<file path="config.mk">
export PLATFORM = sky130hd
export DESIGN_NAME = hotplug_notifier
export DESIGN_NICKNAME = d
export VERILOG_FILES = /design/src/rtl/hpn_pkg.sv /design/src/rtl/hpn_event_regs.sv /design/src/rtl/hpn_slot_maps.sv /design/src/rtl/hpn_eject_decode.sv /design/src/rtl/hotplug_notifier.sv
export SDC_FILE = /design/constraint.sdc
export NUM_CORES = 1
export LEC_CHECK = 0
export ABC_CLOCK_PERIOD_IN_PS = 2400
export BUFFER_PORTS_ARGS = -buffer_cell sky130_fd_sc_hd__buf_2
export CORE_MARGIN = 10
export CORE_UTILIZATION = 33
export DETAILED_ROUTE_END_ITERATION = 12
export PLACE_DENSITY = 0.59
export SLEW_MARGIN = 10
export SYNTH_ARGS = -nofsm -noshare
export SYNTH_HDL_FRONTEND = slang
export SYNTH_SLANG_ARGS = --single-unit
</file>
<file path="constraint.sdc">
create_clock -name clk -period 2.4 [get_ports clk]
set_input_delay 0.36 -clock clk [delete_from_list [all_inputs] [get_ports clk]]
set_output_delay 0.36 -clock clk [all_outputs]
set_load 0.01 [all_outputs]
</file>
<file path="src/rtl/hpn_pkg.sv">
package hpn_pkg;

    localparam int unsigned BYTE_W = 8;

    localparam logic [7:0] OFF_ARRIVE = 8'h10;
    localparam logic [7:0] OFF_DEPART = 8'h14;
    localparam logic [7:0] OFF_EJECT  = 8'h18;

    typedef enum logic [2:0] {
        SEL_NONE   = 3'd0,
        SEL_STAT   = 3'd1,
        SEL_ENABLE = 3'd2,
        SEL_ARRIVE = 3'd3,
        SEL_DEPART = 3'd4,
        SEL_EJECT  = 3'd5
    } reg_sel_e;

    typedef struct packed {
        reg_sel_e sel;
        logic     wr;
    } bus_dec_t;

    function automatic reg_sel_e decode_offset(input logic [7:0] off,
                                               input int unsigned lanes);
        reg_sel_e r;
        if (off < 8'(lanes))            r = SEL_STAT;
        else if (off < 8'(2 * lanes))   r = SEL_ENABLE;
        else if (off == OFF_ARRIVE)     r = SEL_ARRIVE;
        else if (off == OFF_DEPART)     r = SEL_DEPART;
        else if (off == OFF_EJECT)      r = SEL_EJECT;
        else                            r = SEL_NONE;
        return r;
    endfunction

endpackage

</file>
<file path="src/rtl/hpn_event_regs.sv">
module hpn_event_regs #(
    parameter int unsigned EV_W   = 16,
    parameter int unsigned HP_BIT = 1
) (
    input  logic                          clk,
    input  logic                          rst,
    input  logic [EV_W/hpn_pkg::BYTE_W-1:0] stat_wr_i,
    input  logic [EV_W/hpn_pkg::BYTE_W-1:0] en_wr_i,
    input  logic [hpn_pkg::BYTE_W-1:0]    wbyte_i,
    input  logic                          set_hp_i,
    output logic [EV_W-1:0]               status_o,
    output logic [EV_W-1:0]               enable_o
);
    import hpn_pkg::*;

    localparam int unsigned LANES = EV_W / BYTE_W;

    logic [EV_W-1:0] status_q, enable_q;
    logic [EV_W-1:0] status_lane_d, enable_d, status_d;

    for (genvar l = 0; l < LANES; l++) begin : g_lane
        assign status_lane_d[l*BYTE_W +: BYTE_W] = stat_wr_i[l]
            ? (status_q[l*BYTE_W +: BYTE_W] & ~wbyte_i)
            : status_q[l*BYTE_W +: BYTE_W];
        assign enable_d[l*BYTE_W +: BYTE_W] = en_wr_i[l]
            ? wbyte_i
            : enable_q[l*BYTE_W +: BYTE_W];

        // a lane neither written nor hit by the event holds its value
        a_r2_lane_kept: assert property (@(posedge clk) disable iff (rst)
            (!stat_wr_i[l] && !set_hp_i) |=> $stable(status_q[l*BYTE_W +: BYTE_W]));
        // written ones are gone from that lane afterwards
        a_r2_lane_cleared: assert property (@(posedge clk) disable iff (rst)
            (stat_wr_i[l] && !set_hp_i) |=>
            ((status_q[l*BYTE_W +: BYTE_W] & $past(wbyte_i)) == '0));
        // an enable lane not written holds its value
        a_r3_en_lane_kept: assert property (@(posedge clk) disable iff (rst)
            !en_wr_i[l] |=> $stable(enable_q[l*BYTE_W +: BYTE_W]));
    end

    // event set is applied after the clear so a coincident event wins
    always_comb begin
        status_d = status_lane_d;
        if (set_hp_i) status_d[HP_BIT] = 1'b1;
    end

    always_ff @(posedge clk) begin
        if (rst) begin
            status_q <= '0;
            enable_q <= '0;
        end else begin
            status_q <= status_d;
            enable_q <= enable_d;
        end
    end

    assign status_o = status_q;
    assign enable_o = enable_q;

    // the event bit is set after any event, whatever the bus did
    a_r10_event_bit_set: assert property (@(posedge clk) disable iff (rst)
        set_hp_i |=> status_q[HP_BIT]);

endmodule

</file>
<file path="src/rtl/hpn_slot_maps.sv">
module hpn_slot_maps #(
    parameter int unsigned SLOTS = 32
) (
    input  logic                     clk,
    input  logic                     rst,
    input  logic                     wr_arrive_i,
    input  logic                     wr_depart_i,
    input  logic [SLOTS-1:0]         wdata_i,
    input  logic                     ev_valid_i,
    input  logic [$clog2(SLOTS)-1:0] ev_slot_i,
    input  logic                     ev_insert_i,
    output logic [SLOTS-1:0]         arrive_o,
    output logic [SLOTS-1:0]         depart_o
);
    logic [SLOTS-1:0] arrive_q, depart_q;
    logic [SLOTS-1:0] slot_bit;

    assign slot_bit = SLOTS'(1) << ev_slot_i;

    always_ff @(posedge clk) begin
        if (rst) begin
            arrive_q <= '0;
            depart_q <= '0;
        end else if (ev_valid_i) begin
            arrive_q <= ev_insert_i ? slot_bit : '0;
            depart_q <= ev_insert_i ? '0 : slot_bit;
        end else begin
            if (wr_arrive_i) arrive_q <= wdata_i;
            if (wr_depart_i) depart_q <= wdata_i;
        end
    end

    assign arrive_o = arrive_q;
    assign depart_o = depart_q;

    // exactly one bit across both maps after an event
    a_r6_single_bit: assert property (@(posedge clk) disable iff (rst)
        ev_valid_i |=> ($countones(arrive_q | depart_q) == 1));
    // a same-cycle bus write to the opposite map is overridden
    a_r10_write_overridden: assert property (@(posedge clk) disable iff (rst)
        (ev_valid_i && !ev_insert_i && wr_arrive_i) |=> (arrive_q == '0));
    // without an event, a write lands as a whole word
    a_r5_word_write: assert property (@(posedge clk) disable iff (rst)
        (!ev_valid_i && wr_depart_i) |=> (depart_q == $past(wdata_i)));

endmodule

</file>
<file path="src/rtl/hpn_eject_decode.sv">
module hpn_eject_decode #(
    parameter int unsigned DATA_W = 32
) (
    input  logic                      clk,
    input  logic                      rst,
    input  logic                      wr_i,
    input  logic [DATA_W-1:0]         wdata_i,
    output logic                      done_o,
    output logic [$clog2(DATA_W)-1:0] slot_o
);
    localparam int unsigned IDX_W = $clog2(DATA_W);

    logic [IDX_W-1:0] low_idx;
    logic             any_set;
    logic             done_q;
    logic [IDX_W-1:0] slot_q;

    // scan from the top so the last hit is the lowest set bit
    always_comb begin
        low_idx = '0;
        for (int i = DATA_W - 1; i >= 0; i--) begin
            if (wdata_i[i]) low_idx = IDX_W'(i);
        end
        any_set = |wdata_i;
    end

    always_ff @(posedge clk) begin
        if (rst) begin
            done_q <= 1'b0;
            slot_q <= '0;
        end else begin
            done_q <= wr_i && any_set;
            if (wr_i && any_set) slot_q <= low_idx;
        end
    end

    assign done_o = done_q;
    assign slot_o = slot_q;

    // a zero word never completes
    a_r9_zero_silent: assert property (@(posedge clk) disable iff (rst)
        (wr_i && (wdata_i == '0)) |=> !done_q);
    // reported slot was set and nothing below it was
    a_r8_lowest_bit: assert property (@(posedge clk) disable iff (rst)
        (wr_i && any_set) |=>
        (done_q && ((($past(wdata_i) >> slot_q) & DATA_W'(1)) == DATA_W'(1))
         && (($past(wdata_i) & ((DATA_W'(1) << slot_q) - DATA_W'(1))) == '0)));

endmodule

</file>
<file path="src/rtl/hotplug_notifier.sv">
module hotplug_notifier #(
    parameter int unsigned ADDR_W = 5,
    parameter int unsigned DATA_W = 32,
    parameter int unsigned EV_W   = 16,
    parameter int unsigned HP_BIT = 1
) (
    input  logic                      clk,
    input  logic                      rst,
    input  logic [ADDR_W-1:0]         bus_addr,
    input  logic                      bus_wr,
    input  logic [DATA_W-1:0]         bus_wdata,
    output logic [DATA_W-1:0]         bus_rdata,
    input  logic                      hp_valid,
    input  logic [$clog2(DATA_W)-1:0] hp_slot,
    input  logic                      hp_insert,
    output logic                      irq_pulse,
    output logic                      eject_done,
    output logic [$clog2(DATA_W)-1:0] eject_slot
);
    import hpn_pkg::*;

    localparam int unsigned LANES  = EV_W / BYTE_W;
    localparam int unsigned LANE_W = (LANES > 1) ? $clog2(LANES) : 1;

    bus_dec_t            dec;
    logic [LANE_W-1:0]   lane;
    logic [LANES-1:0]    lane_bit;
    logic [LANES-1:0]    stat_wr, en_wr;
    logic [EV_W-1:0]     status, enable;
    logic [DATA_W-1:0]   arrive, depart;
    logic                irq_q;

    always_comb begin
        dec.sel  = decode_offset(8'(bus_addr), LANES);
        dec.wr   = bus_wr;
        lane     = bus_addr[LANE_W-1:0];
        lane_bit = LANES'(1) << lane;
        stat_wr  = (dec.wr && dec.sel == SEL_STAT)   ? lane_bit : '0;
        en_wr    = (dec.wr && dec.sel == SEL_ENABLE) ? lane_bit : '0;
    end

    hpn_event_regs #(.EV_W(EV_W), .HP_BIT(HP_BIT)) u_event_regs (
        .clk       (clk),
        .rst       (rst),
        .stat_wr_i (stat_wr),
        .en_wr_i   (en_wr),
        .wbyte_i   (bus_wdata[BYTE_W-1:0]),
        .set_hp_i  (hp_valid),
        .status_o  (status),
        .enable_o  (enable)
    );

    hpn_slot_maps #(.SLOTS(DATA_W)) u_slot_maps (
        .clk         (clk),
        .rst         (rst),
        .wr_arrive_i (dec.wr && dec.sel == SEL_ARRIVE),
        .wr_depart_i (dec.wr && dec.sel == SEL_DEPART),
        .wdata_i     (bus_wdata),
        .ev_valid_i  (hp_valid),
        .ev_slot_i   (hp_slot),
        .ev_insert_i (hp_insert),
        .arrive_o    (arrive),
        .depart_o    (depart)
    );

    hpn_eject_decode #(.DATA_W(DATA_W)) u_eject (
        .clk     (clk),
        .rst     (rst),
        .wr_i    (dec.wr && dec.sel == SEL_EJECT),
        .wdata_i (bus_wdata),
        .done_o  (eject_done),
        .slot_o  (eject_slot)
    );

    always_ff @(posedge clk) begin
        if (rst) irq_q <= 1'b0;
        else     irq_q <= hp_valid && enable[HP_BIT];
    end
    assign irq_pulse = irq_q;

    always_comb begin
        unique case (dec.sel)
            SEL_STAT:   bus_rdata = DATA_W'(8'(status >> (int'(lane) * BYTE_W)));
            SEL_ENABLE: bus_rdata = DATA_W'(8'(enable >> (int'(lane) * BYTE_W)));
            SEL_ARRIVE: bus_rdata = arrive;
            SEL_DEPART: bus_rdata = depart;
            default:    bus_rdata = '0;
        endcase
    end

    // an interrupt only ever follows an event edge
    a_r7_irq_has_cause: assert property (@(posedge clk) disable iff (rst)
        irq_pulse |-> $past(hp_valid));
    // an enabled event always raises the interrupt
    a_r7_irq_when_enabled: assert property (@(posedge clk) disable iff (rst)
        (hp_valid && enable[HP_BIT]) |=> irq_pulse);

endmodule

</file>
Word level (Yosys, flattened, before mapping)
Index checks and enable logic that the tools add are counted.
Word-level totals
  flip-flop bits (word level): 103
  latch bits: 0
  bits in writable memories: 0
  memory bits (read-only): 0
  output and inout bits: 39
  logic and storage cells: 86
  memories kept: 0
Cells by class
  add/subtract/negate cells: 0
  multiply operators: 0
  divide/modulo/power cells: 0
  $lt $le $gt $ge: 2
  eq/ne operators: 8
  shifts and indexed selects: 4
  multiplexer cells: 48
  bitwise operators: 3
  reduce and logical (&&, ||, !) cells: 11
Operators with widths (count)
  two-way mux 32 bit: 6
  two-way mux 5 bit: 32
  one-hot mux 32 bit (4 select lines): 1
  OR reduction 32 bit: 1
  left shift 1 x 5 -> 32 bit (first input constant): 1
  >> shifter 16 x 4 -> 8 bit: 2
  AND 8 bit: 2
  equality test 5 bit (second input constant): 3
  two-way mux 3 bit: 5
  NOT 8 bit: 1
  logical AND 1 bit: 7
  equality test 3 x 2 -> 1 bit (second input constant): 2
  equality test 3 bit (second input constant): 2
  two-way mux 2 bit: 3
  nonzero test 2 bit: 3
  less-than comparator 5 x 2 -> 1 bit (second input constant): 1
  less-than comparator 5 x 3 -> 1 bit (second input constant): 1
  equality test 3 x 1 -> 1 bit (second input constant): 1
  left shift 1 x 1 -> 2 bit (first input constant): 1
  two-way mux 1 bit: 1

Depth between registers and ports, before layout
  depth in word-level cells: 32
  mapped depth: 8
  depth with buffers taken out: 5

Cells and area by module
From an unflattened synthesis, not the netlist that was laid out.
Unflattened totals
  cell total of the unflattened synthesis: 662
  area total of the unflattened synthesis: 5693.0 µm²
By module, submodules not included
  hpn_slot_maps: times used 1, cells each 380, area an instance 3161.8 µm²
  hpn_event_regs: times used 1, cells each 104, area an instance 1161.1 µm²
  hotplug_notifier: times used 1, cells each 95, area an instance 805.8 µm²
  hpn_eject_decode: times used 1, cells each 83, area an instance 564.3 µm²

Worst setup path after synthesis
OpenSTA, ideal clock, no wires.
  path kind: input to register
  from: in bus_wdata[0]
  to: reg u_eject.slot_q[0], in the netlist u_eject.slot_o[0]
  library setup time: 0.117 ns
  arrival time: 1.599 ns
  path slack: 0.683 ns
  cell stages on the path: 6
  path buffers: 1
  cell sequence: clkbuf_1 > nor4_2 > nand4_1 > o21ai_2 > nor4_1 > a32o_1
Between the ends
  cells in the longest elaborated chain, start to end: 2
  elaborated cells between the ends (all ways): 3
  classes of those cells: mux: 1; reduce/logical: 2
Ends and longest elaborated chain
  start, declared: RTL line hotplug_notifier.sv:11  | input logic [DATA_W-1:0] bus_wdata,
  OR reduction 32 bit: RTL line hpn_eject_decode.sv:24  | any_set = |wdata_i;
  logical AND 1 bit: RTL line hpn_eject_decode.sv:33  | if (wr_i && any_set) slot_q <= low_idx;
  end signal, assigned: RTL line hpn_eject_decode.sv:33
  end, declared: RTL line hpn_eject_decode.sv:16  | logic [IDX_W-1:0] slot_q;
Several ways; a longest one is shown, not always the timed one.
A chain may end at the register's enable or synchronous reset.

Worst setup path in the final report
  from: in bus_addr[1]
  to: out bus_rdata[11]
Between the ends
  cells in the longest elaborated chain, start to end: 8
  elaborated cells between the ends (all ways): 15
  classes of those cells: order compare: 2; eq/ne: 7; mux: 6
Ends and longest elaborated chain
  start, declared: RTL line hotplug_notifier.sv:9  | input logic [ADDR_W-1:0] bus_addr,
  equality test 5 bit: RTL line hpn_pkg.sv:30  | else if (off == OFF_EJECT) r = SEL_EJECT;
  two-way mux 3 bit: RTL line hpn_pkg.sv:30
  two-way mux 3 bit: RTL line hpn_pkg.sv:29  | else if (off == OFF_DEPART) r = SEL_DEPART;
  two-way mux 3 bit: RTL line hpn_pkg.sv:28  | else if (off == OFF_ARRIVE) r = SEL_ARRIVE;
  two-way mux 3 bit: RTL line hpn_pkg.sv:27  | else if (off < 8'(2 * lanes)) r = SEL_ENABLE;
  two-way mux 3 bit *: RTL line hpn_pkg.sv:26  | if (off < 8'(lanes)) r = SEL_STAT;
  equality test 3 bit, or another cell as far along: RTL line hotplug_notifier.sv:82  | unique case (dec.sel)
  one-hot mux 32 bit (4 select lines) *: RTL line hotplug_notifier.sv:82
  end, declared: RTL line hotplug_notifier.sv:12  | output logic [DATA_W-1:0] bus_rdata,
Mark *: on every way between the ends. The rest lies on a longest branch, timed or not.

==> run_results.csv <==
group,metric,value,unit
routing,final_antenna_net_count,0,
yosys,synth_edf_count,0,
yosys,yosysUniqueCellTypes,51,
critical_path,worstSetupStartpointType,"primary input",
sta,hold_violations,0,
yosys,synth-seq-area-share,37.3,%
sta,finalHoldWorstSlack,0.301,ns
floorplan,core_area,0.0165,mm^2
global_route,grt_pass1_vias,4715,
yosys,synth_seq_cells,103,
global_route,grt_max_degree,87,
floorplan,initial_core_util,33.4,%
sta,slew_headroom,52.5,%
floorplan,dieArea,0.0223,mm^2
global_route,antenna_found_initial,0,
power_and_ir_drop,power.density_cell_area,603,mW/mm^2
status,status,"completed",
sta,fin_setup_tns,0,ns
cts,ctsResizeCount,0,
layout,finalInstanceArea,0.00644,mm^2
critical_path,worst_path_dominant_cell_family,"buffers and inverters",
layout,final_common_cell,"nor2_1",
cts,clkLatencyLatePin,0.35,ns
power_and_ir_drop,p_comb_share,14.6,%
power_and_ir_drop,p_int,2.83,mW
sta,maxSlewViolCount,0,
yosys,synthesis.nets,692,
critical_path,cp_slowest_stage_delay,0.27,ns
layout,fillers,1691,
routing,drt-initial-drc-count,358,
routing,drc_errors,0,
critical_path,arrival,1.64,ns
global_route,grt_pass1_wl,26600,um
sta,min_period,2.00,ns
floorplan,die_y,149,um
layout,syn2layout_area_growth,16.6,%
global_route,grt_use_total,15.0,%
cts,cts-root-buf,"clkbuf_16",
yosys,synth_compound_area_share,24.2,%
sta,finalCritPeriodShare,83.1,%
routing,dr.pass1.iters,5,
layout,most-common-layout-cells,"nor2_1 (124), dfxtp_1 (103), buf_2 (84)",
yosys,muxShareOfSynthArea,12.0,%
routing,via_per_inst,5.23,
yosys,synthCells,645,
critical_path,crit_chain,"buf_2, nor2_2, nand3b_4, buf_4, nor2_1, buf_2",
job,drv_cap,0,
critical_path,timing.critical_path.buf_inv,3,
critical_path,crit_top_cell,"buf_2",
cts,cts-buffers-inserted,9,
cts,cts.htree.levels,3,
cts,cts_post_setup_buffers_inserted,0,
critical_path,required,2.04,ns
critical_path,slowest_stage,"buf_4",
yosys,postSynthAreaPerCell,8.57,um^2
placement,dpl_worst_slack,0.262,ns
cts,cts_hold_buf,0,
yosys,synth_top_family_by_area,"compound AO/OA/AOI/OAI gates",
global_route,grt-ovfl-total,0,
layout,drive_gt1_share,23.7,%
power_and_ir_drop,ir_drop,0.000362,V
placement,port_buffers,85,
routing,wl_per_cell,18.1,um
sta,fin_ws,0.404,ns
yosys,yosys.area_share.adder,0,%
yosys,yosys_warnings,0,
power_and_ir_drop,power,3.89,mW
cts,cts_sinks,103,
min_path,worstHoldPathType,"primary input to flip-flop",
floorplan,ios,86,
power_and_ir_drop,p_switching,1.06,mW
cts,cts.reportedPaths.clkPinSlew,0.07,ns
cts,cts_tree,"yes",
sta,skew,0.000134,ns
sta,tightest_slew,0.713,ns
critical_path,path_class,"primary input to output pin",
sta,fmax,501,MHz
layout,nets,751,
floorplan,row_count,47,
floorplan,die_w,149,um
placement,place_congestion,0.828,
sta,setup-violations-final,0,
power_and_ir_drop,clkPwrFrac,38.5,%
critical_path,setup.worst_path.end_class,"output pin",
sta,rsz0062_at_grt,"false",
yosys,yosys_most_used_dff,"dfxtp_1",
yosys,synth-simple-area-share,20.6,%
placement,hpwlAfterDp,12000,um
power_and_ir_drop,p_seq_share,46.9,%
layout,antennaDiodeCount,0,
placement,place_area,0.00615,mm^2
routing,wirelength,16800,um
power_and_ir_drop,switching_share,27.2,%
yosys,ys_async_sr_fraction,0,%
yosys,synthXorXnorAreaFrac,0,%
critical_path,crit_fanout,24,
power_and_ir_drop,p_leak,2.60,nW
cts,cts_buffer_depth,2,
routing,routed-via-count,4853,
yosys,syn_area,0.00553,mm^2
==> synth_stat cells (all sizes together) (3+ instances only) <==
| library cell | instances | area (um^2) |
|---|---|---|
| nor2 | 127 | 489 |
| nand4 | 3 | 18.8 |
| dfxtp | 103 | 2060 |
| buf | 24 | 145 |
| a21oi | 55 | 275 |
| or3 | 4 | 25.0 |
| nor2b | 31 | 194 |
| inv | 15 | 56.3 |
| and3 | 7 | 43.8 |
| o22ai | 8 | 50.1 |
| a31oi | 35 | 219 |
| nand2b | 4 | 25.0 |
| nor3 | 6 | 35.0 |
| a211oi | 66 | 636 |
| clkbuf | 33 | 124 |
| nor3b | 3 | 27.5 |
| mux4 | 8 | 180 |
| nand2 | 25 | 93.8 |
| o21ai | 7 | 50.1 |
| nor4 | 13 | 109 |
| mux2i | 48 | 480 |
==> worst paths after layout <==
check / from / endpoint / slack [ns] / depth (start not counted)
min reg2reg: u_event_regs.status_o[14] / u_event_regs.status_o[14] / 0.43 / 2
max: bus_addr[1] / bus_rdata[11] / 0.40 / 6
max reg2reg: u_slot_maps.depart_o[21] / u_slot_maps.depart_o[21] / 1.65 / 2
min: bus_wdata[3] / u_event_regs.status_o[3] / 0.30 / 2
==> per-stage QoR <==
stage               util [%]  std cells
floorplan                  -        645
global placement        37.2        913
detailed placement      37.2        913
CTS                     39.0        928
global route            39.0        928
finish                  39.0        928
==> metal layers <==
layer	up-vias	wire (um)	GRT usage [%]
met5	-	0	0
met1	2275	8090	21.5
met4	0	142	3.39
met2	122	7540	22.1
li1	2447	-	-
met3	9	1000	3.40
==> kinds of logic after synthesis <==
kind of cell / count (synthesis)
flip-flops: 103
multiplexers: 56
buffers and inverters: 73
AND/OR/NAND/NOR: 231
AO/OA/AOI/OAI: 182
==> registers in the layout (all words and copies together) (netlist names) <==
name / flops
u_slot_maps.arrive_o: 32
u_slot_maps.depart_o: 32
u_event_regs.enable_o: 16
u_event_regs.status_o: 16
u_eject.slot_o: 5
irq_pulse: 1
u_eject.done_o: 1
==> final cells by class <==
| type | instances | area [um^2] | area share [%] |
|---|---|---|---|
| Clock inverter | 4 | 53.8 | 0.835 |
| Tap cell | 220 | 275 | 4.27 |
| Inverter | 16 | 60.1 | 0.932 |
| Sequential cell | 103 | 2060 | 32.0 |
| Multi-Input combinational cell | 469 | 3130 | 48.6 |
| Clock buffer | 11 | 243 | 3.77 |
| Timing Repair Buffer | 105 | 616 | 9.55 |
==> power by group through the flow <==
stage	Combinational (mW)	Clock [mW]	Sequential, mW
detailed placement	0.565	0	1.86
global placement	0.563	0	1.86
CTS	0.568	1.52	1.82
global route	0.627	1.59	1.83
finish	0.567	1.50	1.82
floorplan	0.388	0	1.85
No activity file was read; power rests on OpenSTA's default activity.
